<file path="src/rtl/xlat_pkg.sv">
package xlat_pkg;
    localparam int ADDR_W      = 32;
    localparam int NUM_WIN     = 3;
    localparam int NUM_MEM_WIN = 2;
    localparam int SEL_W       = 3;
    localparam int WIN_IDX_W   = 2;
    localparam int CYC_W       = 3;
    localparam int SH_W        = 6;

    // register selects: 2w = base of window w, 2w+1 = map of window w
    localparam logic [SEL_W-1:0] SEL_SYS = 3'd6;

    // window size shifts (log2 of bytes)
    localparam int SH_16M  = 24;
    localparam int SH_256M = 28;
    localparam int SH_512M = 29;

    // base register fields
    localparam int BASE_EN_BIT = 0;
    localparam int BASE_SZ_LSB = 4;
    localparam logic [1:0] SZ_256M = 2'b01;
    localparam logic [1:0] SZ_512M = 2'b10;

    // map register fields
    localparam int MAP_LOWEN_BIT = 0;
    localparam int MAP_CYC_LSB   = 1;
    localparam int MAP_BASE_LSB  = 4;

    // cycle codes
    localparam logic [CYC_W-1:0] CYC_NONE = 3'b000;
    localparam logic [CYC_W-1:0] CYC_IO   = 3'b001;
    localparam logic [CYC_W-1:0] CYC_MEM  = 3'b011;
    localparam logic [CYC_W-1:0] CYC_CFG  = 3'b101;
    localparam logic [CYC_W-1:0] CYC_MRM  = 3'b110;

    // system register lock control
    localparam logic [15:0] UNLOCK_KEY = 16'hA05F;
    localparam int          LOCK_BIT   = 14;

    typedef enum logic {
        LK_OPEN   = 1'b0,
        LK_LOCKED = 1'b1
    } lock_state_t;

    // reset layout, index 0 at the right
    localparam logic [NUM_WIN-1:0][ADDR_W-1:0] BASE_RST = {
        32'h6000_0001,   // window 2: 16 MB I/O, enabled
        32'h5000_0011,   // window 1: 256 MB, enabled
        32'h4000_0011    // window 0: 256 MB, enabled
    };
    localparam logic [NUM_WIN-1:0][ADDR_W-1:0] MAP_RST = {
        32'h0000_0003,   // I/O at 0, low bits passed
        32'h1000_000C,   // bus 0x10000000, read multiple
        32'h0000_0006    // bus 0x00000000, memory
    };
endpackage

</file>
<file path="src/rtl/xlat_lock_fsm.sv">
module xlat_lock_fsm
    import xlat_pkg::*;
(
    input  logic        clk,
    input  logic        rst_n,
    input  logic        sys_wr,
    input  logic [15:0] sys_data,
    output logic        locked
);
    lock_state_t state_q, state_d;
    logic        key_hit;
    logic        relock_req;

    assign key_hit    = sys_wr && (sys_data == UNLOCK_KEY);
    assign relock_req = sys_wr && !key_hit && sys_data[LOCK_BIT];

    // state register
    always_ff @(posedge clk or negedge rst_n) begin
        if (!rst_n) state_q <= LK_LOCKED;
        else        state_q <= state_d;
    end

    // transitions: UNLOCK and RELOCK
    always_comb begin
        state_d = state_q;
        unique case (state_q)
            LK_LOCKED: if (key_hit)    state_d = LK_OPEN;
            LK_OPEN:   if (relock_req) state_d = LK_LOCKED;
            default:   state_d = LK_LOCKED;
        endcase
    end

    // outputs
    always_comb begin
        locked = (state_q == LK_LOCKED);
    end
endmodule

</file>
<file path="src/rtl/xlat_regfile.sv">
module xlat_regfile
    import xlat_pkg::*;
#(
    parameter int AW = ADDR_W,
    parameter int NW = NUM_WIN
)(
    input  logic                  clk,
    input  logic                  rst_n,
    input  logic                  wr_en,
    input  logic [SEL_W-1:0]      wr_sel,
    input  logic [AW-1:0]         wr_data,
    input  logic                  locked,
    output logic [NW-1:0][AW-1:0] base_q,
    output logic [NW-1:0][AW-1:0] map_q
);
    logic wr_ok;
    assign wr_ok = wr_en && !locked;

    for (genvar w = 0; w < NW; w++) begin : g_win
        localparam logic [SEL_W-1:0] SEL_BASE = SEL_W'(2 * w);
        localparam logic [SEL_W-1:0] SEL_MAP  = SEL_W'(2 * w + 1);
        logic [AW-1:0] base_r;
        logic [AW-1:0] map_r;

        always_ff @(posedge clk or negedge rst_n) begin
            if (!rst_n) begin
                base_r <= BASE_RST[w];
                map_r  <= MAP_RST[w];
            end else if (wr_ok) begin
                if (wr_sel == SEL_BASE) base_r <= wr_data;
                if (wr_sel == SEL_MAP)  map_r  <= wr_data;
            end
        end

        assign base_q[w] = base_r;
        assign map_q[w]  = map_r;
    end
endmodule

</file>
<file path="src/rtl/xlat_window.sv">
module xlat_window
    import xlat_pkg::*;
#(
    parameter int AW       = ADDR_W,
    parameter bit FIXED    = 1'b0,
    parameter int FIXED_SH = SH_16M
)(
    input  logic [AW-1:0]    addr,
    input  logic [AW-1:0]    base,
    input  logic [AW-1:0]    map,
    output logic             hit,
    output logic [AW-1:0]    xaddr,
    output logic [CYC_W-1:0] cycle
);
    logic [SH_W-1:0] size_sh;
    logic [AW-1:0]   hi_mask;
    logic [AW-1:0]   map_base;
    logic [AW-1:0]   bus;

    always_comb begin
        unique case (base[BASE_SZ_LSB +: 2])
            SZ_256M: size_sh = SH_W'(SH_256M);
            SZ_512M: size_sh = SH_W'(SH_512M);
            default: size_sh = SH_W'(SH_16M);
        endcase
        if (FIXED) size_sh = SH_W'(FIXED_SH);
    end

    assign hi_mask  = {AW{1'b1}} << size_sh;
    assign map_base = {map[AW-1:MAP_BASE_LSB], {MAP_BASE_LSB{1'b0}}};
    assign hit      = base[BASE_EN_BIT] && (((addr ^ base) & hi_mask) == '0);

    always_comb begin
        bus = (map_base & hi_mask) | (addr & ~hi_mask);
        if (!map[MAP_LOWEN_BIT]) bus[1:0] = 2'b00;
        xaddr = bus;
    end

    assign cycle = map[MAP_CYC_LSB +: CYC_W];
endmodule

</file>
<file path="src/rtl/addr_window_xlat.sv">
module addr_window_xlat
    import xlat_pkg::*;
(
    input  logic              clk,
    input  logic              rst_n,
    input  logic              cfg_wr_en,
    input  logic [SEL_W-1:0]  cfg_wr_sel,
    input  logic [ADDR_W-1:0] cfg_wr_data,
    input  logic              acc_valid,
    input  logic              acc_read,
    input  logic [ADDR_W-1:0] acc_addr,
    output logic              res_valid,
    output logic              res_miss,
    output logic [WIN_IDX_W-1:0] res_win,
    output logic [ADDR_W-1:0] res_addr,
    output logic [CYC_W-1:0]  res_cycle,
    output logic              res_is_cfg,
    output logic [ADDR_W-1:0] res_rdata,
    output logic              cfg_locked
);
    logic [NUM_WIN-1:0][ADDR_W-1:0] win_base;
    logic [NUM_WIN-1:0][ADDR_W-1:0] win_map;
    logic [NUM_WIN-1:0]             win_hit;
    logic [NUM_WIN-1:0][ADDR_W-1:0] win_xaddr;
    logic [NUM_WIN-1:0][CYC_W-1:0]  win_cyc;
    logic                           locked;

    xlat_lock_fsm u_lock (
        .clk      (clk),
        .rst_n    (rst_n),
        .sys_wr   (cfg_wr_en && (cfg_wr_sel == SEL_SYS)),
        .sys_data (cfg_wr_data[15:0]),
        .locked   (locked)
    );

    xlat_regfile #(.AW(ADDR_W), .NW(NUM_WIN)) u_regs (
        .clk     (clk),
        .rst_n   (rst_n),
        .wr_en   (cfg_wr_en),
        .wr_sel  (cfg_wr_sel),
        .wr_data (cfg_wr_data),
        .locked  (locked),
        .base_q  (win_base),
        .map_q   (win_map)
    );

    for (genvar w = 0; w < NUM_WIN; w++) begin : g_match
        xlat_window #(
            .AW       (ADDR_W),
            .FIXED    (w >= NUM_MEM_WIN),
            .FIXED_SH (SH_16M)
        ) u_win (
            .addr  (acc_addr),
            .base  (win_base[w]),
            .map   (win_map[w]),
            .hit   (win_hit[w]),
            .xaddr (win_xaddr[w]),
            .cycle (win_cyc[w])
        );
    end

    // first match in ascending order
    logic                 found;
    logic [WIN_IDX_W-1:0] pick_idx;
    logic [ADDR_W-1:0]    pick_addr;
    logic [CYC_W-1:0]     pick_cyc;

    always_comb begin
        found     = 1'b0;
        pick_idx  = '0;
        pick_addr = '0;
        pick_cyc  = CYC_NONE;
        for (int w = 0; w < NUM_WIN; w++) begin
            if (!found && win_hit[w]) begin
                found     = 1'b1;
                pick_idx  = WIN_IDX_W'(w);
                pick_addr = win_xaddr[w];
                pick_cyc  = win_cyc[w];
            end
        end
    end

    always_ff @(posedge clk or negedge rst_n) begin
        if (!rst_n) begin
            res_valid  <= 1'b0;
            res_miss   <= 1'b0;
            res_win    <= '0;
            res_addr   <= '0;
            res_cycle  <= CYC_NONE;
            res_is_cfg <= 1'b0;
            res_rdata  <= '0;
        end else begin
            res_valid  <= acc_valid;
            res_miss   <= acc_valid && !found;
            res_win    <= acc_valid ? pick_idx : '0;
            res_addr   <= acc_valid ? pick_addr : '0;
            res_cycle  <= acc_valid ? pick_cyc : CYC_NONE;
            res_is_cfg <= acc_valid && found && (pick_cyc == CYC_CFG);
            res_rdata  <= (acc_valid && !found && acc_read) ? '1 : '0;
        end
    end

    assign cfg_locked = locked;
endmodule

</file>
<file path="config.mk">
export PLATFORM = sky130hd
export DESIGN_NAME = addr_window_xlat
export DESIGN_NICKNAME = d
export VERILOG_FILES = /design/src/rtl/xlat_pkg.sv /design/src/rtl/xlat_lock_fsm.sv /design/src/rtl/xlat_regfile.sv /design/src/rtl/xlat_window.sv /design/src/rtl/addr_window_xlat.sv
export SDC_FILE = /design/constraint.sdc
export NUM_CORES = 1
export LEC_CHECK = 0
export BUFFER_PORTS_ARGS = -buffer_cell sky130_fd_sc_hd__buf_2
export CORE_MARGIN = 2
export CORE_UTILIZATION = 52
export CTS_CLUSTER_SIZE = 14
export DETAILED_ROUTE_END_ITERATION = 6
export GPL_TIMING_DRIVEN = 0
export HOLD_SLACK_MARGIN = 0.12
export PLACE_DENSITY_LB_ADDON = 0.12
export SLEW_MARGIN = 20
export SYNTH_ARGS = -nofsm -noshare
export SYNTH_HDL_FRONTEND = slang
export SYNTH_SLANG_ARGS = --single-unit
</file>
<file path="constraint.sdc">
create_clock -name clk -period 2.5 [get_ports clk]
set_input_delay 0.625 -clock clk [delete_from_list [all_inputs] [get_ports clk]]
set_output_delay 0.625 -clock clk [all_outputs]
set_load 0.005 [all_outputs]
</file>
==> results by stage <==
Worst setup path:
- The first element of the critical path is u_regs.g_win[1].base_r[4]$_DFFE_PN1P_.
- The number of buffers and inverters on the critical path is 3.
- Data on the critical path is required at its endpoint by around 2800 ps.
- Of all nets on the critical path, the largest fanout is 7.
- The arrival time at the worst endpoint is approximately 2700 ps.
- Grouping stages by cell kind, the critical path spends the most delay in simple AND/OR/NAND/NOR gates.
- The reg-to-reg startpoint is u_regs.g_win[1].base_r[4]$_DFFE_PN1P_.
- The end point of the critical path is res_addr[29]$_DFF_PN0_.
- The endpoint identified for the worst register-to-register timing path is res_addr[29]$_DFF_PN0_.
- The worst setup slack for register-to-register paths is 110 ps.
- In this run the number of cells on the critical path is 9.
- The critical path goes through inv_1 -> ha_1 -> buf_2 -> o41a_1 -> or3_1 -> buf_6 -> nand3_1 -> nor2_4 -> o2bb2ai_1.
- The largest individual stage delay along the critical path comes from the cell sky130_fd_sc_hd__dfstp_2.
- The depth of the worst register-to-register path is 9.
- The element type at the critical path end is a flop.
- In this design, the stage delay of the slowest critical-path cell is 540 ps.
- The class of the most critical setup path is flop to flop.
- The worst setup path is launched from a flop.

Layout:
- The antenna diode count is 0.
- Leaving out fill and tap cells, the most frequent cell in the layout is sky130_fd_sc_hd__buf_2.
- Of the cells placed in the final design, the portion with a size suffix greater than 1 is 0.540.
- From synthesis to final layout, the design area changed by 22.9%.
- Leaving out fill and tap cells, the most frequent cells in the layout are 136 x sky130_fd_sc_hd__buf_2, 91 x sky130_fd_sc_hd__dfrtp_1, 67 x sky130_fd_sc_hd__mux2_2.
- The final standard cell count with taps included and fillers excluded is 631.
- The filler cells instantiated in the layout total 711.
- The number of nets in the layout is slightly below 600.

Pwr:
- Summed over all cells, the static leakage comes to between 2 and 3 nW.
- For this design the ratio of total power to cell area is 793 nW/um2.
- Across the VDD grid, the largest voltage drop is ~0.48 mV.

Global route:
- The maximum number of pins on one net before global-route repair is 82.
- The number of global-route vias before repair came to 3084.
- The global route total overflow is 0.
- For this run, the total global-route usage over all layers was measured as 0.201.
- The number of antenna violations at the first check in global routing is 0.
- The first global-routing pass estimated ~16 mm of wire.

Timing:
- The max-slew violation total from the final report is 0.
- Setup repair after global routing left no endpoint under its margin.
- The highest attainable clock frequency is 418 MHz.
- The clock arrives with 18.1 ps of skew.
- Setup violations remaining at the end of the flow were counted as 0.
- The final hold violation count came to 0.
- For the final routed database, the setup TNS stands at 0 ps.
- At the pin with the least slew margin, the transition time is 868 ps.
- The post-route fraction of the period consumed by the critical path is 0.957.
- The post-layout minimum cycle time is 2390 ps.
- In this run the tightest slew margin relative to its limit is 0.422.

Place:
- The HPWL after detailed placement is 7.32 mm.
- The placer's final routability congestion estimate is 0.741.
- The count of buffers inserted at the top-level ports is 135.
- In this run, placement finished with an instance count of 612.

Clocking:
- TritonCTS built the clock tree.
- Clock tree synthesis found a total of 109 sinks.
- The tree is rooted in a sky130_fd_sc_hd__clkbuf_8.
- After clock tree synthesis, the clock-pin slew on the worst setup and hold paths is 130 ps.
- The number of buffers created by CTS is 9.
- The clock latency on the worst-skew pair is ~380 ps.
- The clock passes through at most 2 buffers.
- The clock tree synthesis step divided the H-tree into 3 levels.

Floorplanning:
- For this configuration, the core starts out at a cell density of 0.529.
- The height of the die is 101 um.
- The initialized floorplan defines 35 standard-cell rows.
- The die width is 101 um.
- During I/O placement, the number of pins put on the boundary was 145.
- The area of the die is 10100 um2.
- The standard cell core area is 9150 um2.

Route:
- The post-route antenna net violation count is 0.
- The remaining routing DRC violations is 0.
- The pre-antenna-repair detailed-routing pass consisted of 4 iterations.
- The mean routed wirelength per cell is between 15 and 20 um.
- The via total after detailed routing is 3208.
- The aggregate routed wire length is 9.98 mm.
- For this block, the initial DRC count from the detailed router was 108.
- The average via count per standard cell is 5.08.

Run status:
- The run finished with clean final reports.

Yosys:
- The share of the Yosys chip area taken by registers is 0.568.
- The most used flip-flop cell after synthesis is sky130_fd_sc_hd__dfrtp_1.
- The post-synth net total is between 400 and 500.
- During synthesis, Yosys emitted a total of 0 warnings.
- After synthesis the cells add up to 4840 um2.
- The distinct cell type count after synthesis is 36.
- After synthesis, the share of flip-flops with an asynchronous set or reset is 1.00.
- The number of instances in the synthesized netlist is 365.
- Counting flops with a built-in enable in the synthesized netlist gives 0.
- After synthesis the netlist holds a flip-flop and latch count of ~110.
- A synthesized cell averages about 13 um2.

Job:
- Across the run, the number of max-cap violations was 0.

Worst hold path:
- The type of the tightest min-delay check is primary input to flop.
==> Yosys cell counts, types with 6 or more instances <==
master,instances,area [um2]
sky130_fd_sc_hd__mux2_2,67,754
sky130_fd_sc_hd__and2_1,26,163
sky130_fd_sc_hd__xor2_1,15,131
sky130_fd_sc_hd__a31oi_1,6,37.5
sky130_fd_sc_hd__nor2_1,14,52.6
sky130_fd_sc_hd__mux2i_1,10,100
sky130_fd_sc_hd__dfstp_2,18,473
sky130_fd_sc_hd__clkbuf_1,7,26.3
sky130_fd_sc_hd__xnor2_1,9,78.8
sky130_fd_sc_hd__nand3_1,7,35.0
sky130_fd_sc_hd__dfrtp_1,91,2280
sky130_fd_sc_hd__o2bb2ai_1,8,70.1
sky130_fd_sc_hd__inv_1,6,22.5
sky130_fd_sc_hd__buf_4,31,233
sky130_fd_sc_hd__nand2_1,8,30.0
==> logic make-up after synthesis <==
group / count (synthesis) / synth area share
DFF: 109 / 0.568
and+or+nand+nor: 78 / 0.0948
muxes: 77 / 0.176
buffers and inverters: 51 / 0.0684
AOI/OAI and AO/OA: 24 / 0.0442
xor gates and xnor gates: 24 / 0.0434
adders and majority gates: 2 / 0.00516
==> repair_timing <==
action,in CTS,in global routing
buffers inserted,0,1
setup endpoints to repair,10,2
hold buffers,1,0
hold endpoints to repair,15,0
resized for setup,6,2
cloned,0,1
pin swaps,1,2
==> where the power goes <==
group	leakage, nW	internal [mW]	switching [mW]
registers	1.36	2.24	0.223
clock network	0.108	0.415	0.690
logic	1.53	0.671	0.489
==> layout make-up <==
cell class	instances	area, um2	area share
buffer	45	314	0.0527
clock buffer	9	124	0.0208
clock inverter	7	93.8	0.0158
inverter	6	22.5	0.00378
multi-input combinational	206	1790	0.300
sequential	109	2750	0.462
tap	111	139	0.0233
timing repair buffer	138	727	0.122
==> flip-flops by register name, summed over array words and instances, names as in the netlist <==
signal               count
res_is_cfg               1
u_lock.locked            1
res_rdata                1
res_win                  2
u_regs.g_win.map_r      36
res_miss                 1
res_cycle                3
u_regs.g_win.base_r     31
res_valid                1
res_addr                32
==> how the worst min path moves through the flow <==
| stage | from | end | slack, ps | depth (start not counted) |
|---|---|---|---|---|
| final | acc_addr[18] | res_addr[18]$_DFF_PN0_ | 450 | 2 |
| after global routing | acc_addr[22] | res_addr[22]$_DFF_PN0_ | 430 | 2 |
| after CTS | acc_addr[18] | res_addr[18]$_DFF_PN0_ | 440 | 2 |
| after detailed placement | u_regs.g_win[2].map_r[25]$_DFFE_PN0P_ | res_addr[25]$_DFF_PN0_ | 470 | 1 |
| after global placement | u_regs.g_win[2].map_r[27]$_DFFE_PN0P_ | res_addr[27]$_DFF_PN0_ | 470 | 1 |
| after floorplan | rst_n | res_addr[0]$_DFF_PN0_ | 330 | 0 |
==> routing by layer <==
metal  global-route usage  up-vias  wire (um)
met5                    0        -          0
met4               0.0653        0        126
met3               0.0354       11        492
met2                0.341      100       4850
met1                0.263     1557       4510
li1                     -     1540          -
==> metrics by stage <==
| stage | total power, mW | hold slack, ps | utilization | setup slack, ps | area, um2 |
|---|---|---|---|---|---|
| 5_1_grt | 5.00 | 429 | 0.651 | 10.0 | 5960 |
| 6_report | 4.73 | 447 | 0.651 | 107 | 5960 |
| 3_5_place_dp | 3.65 | 475 | 0.622 | -302 | 5690 |
| 4_1_cts | 4.77 | 438 | 0.649 | 75.4 | 5940 |
| 3_3_place_gp | 3.59 | 467 | 0.618 | -375 | 5660 |
| 2_1_floorplan | 3.25 | 329 | - | 291 | 4840 |
Power figures use the tool's default switching activity.
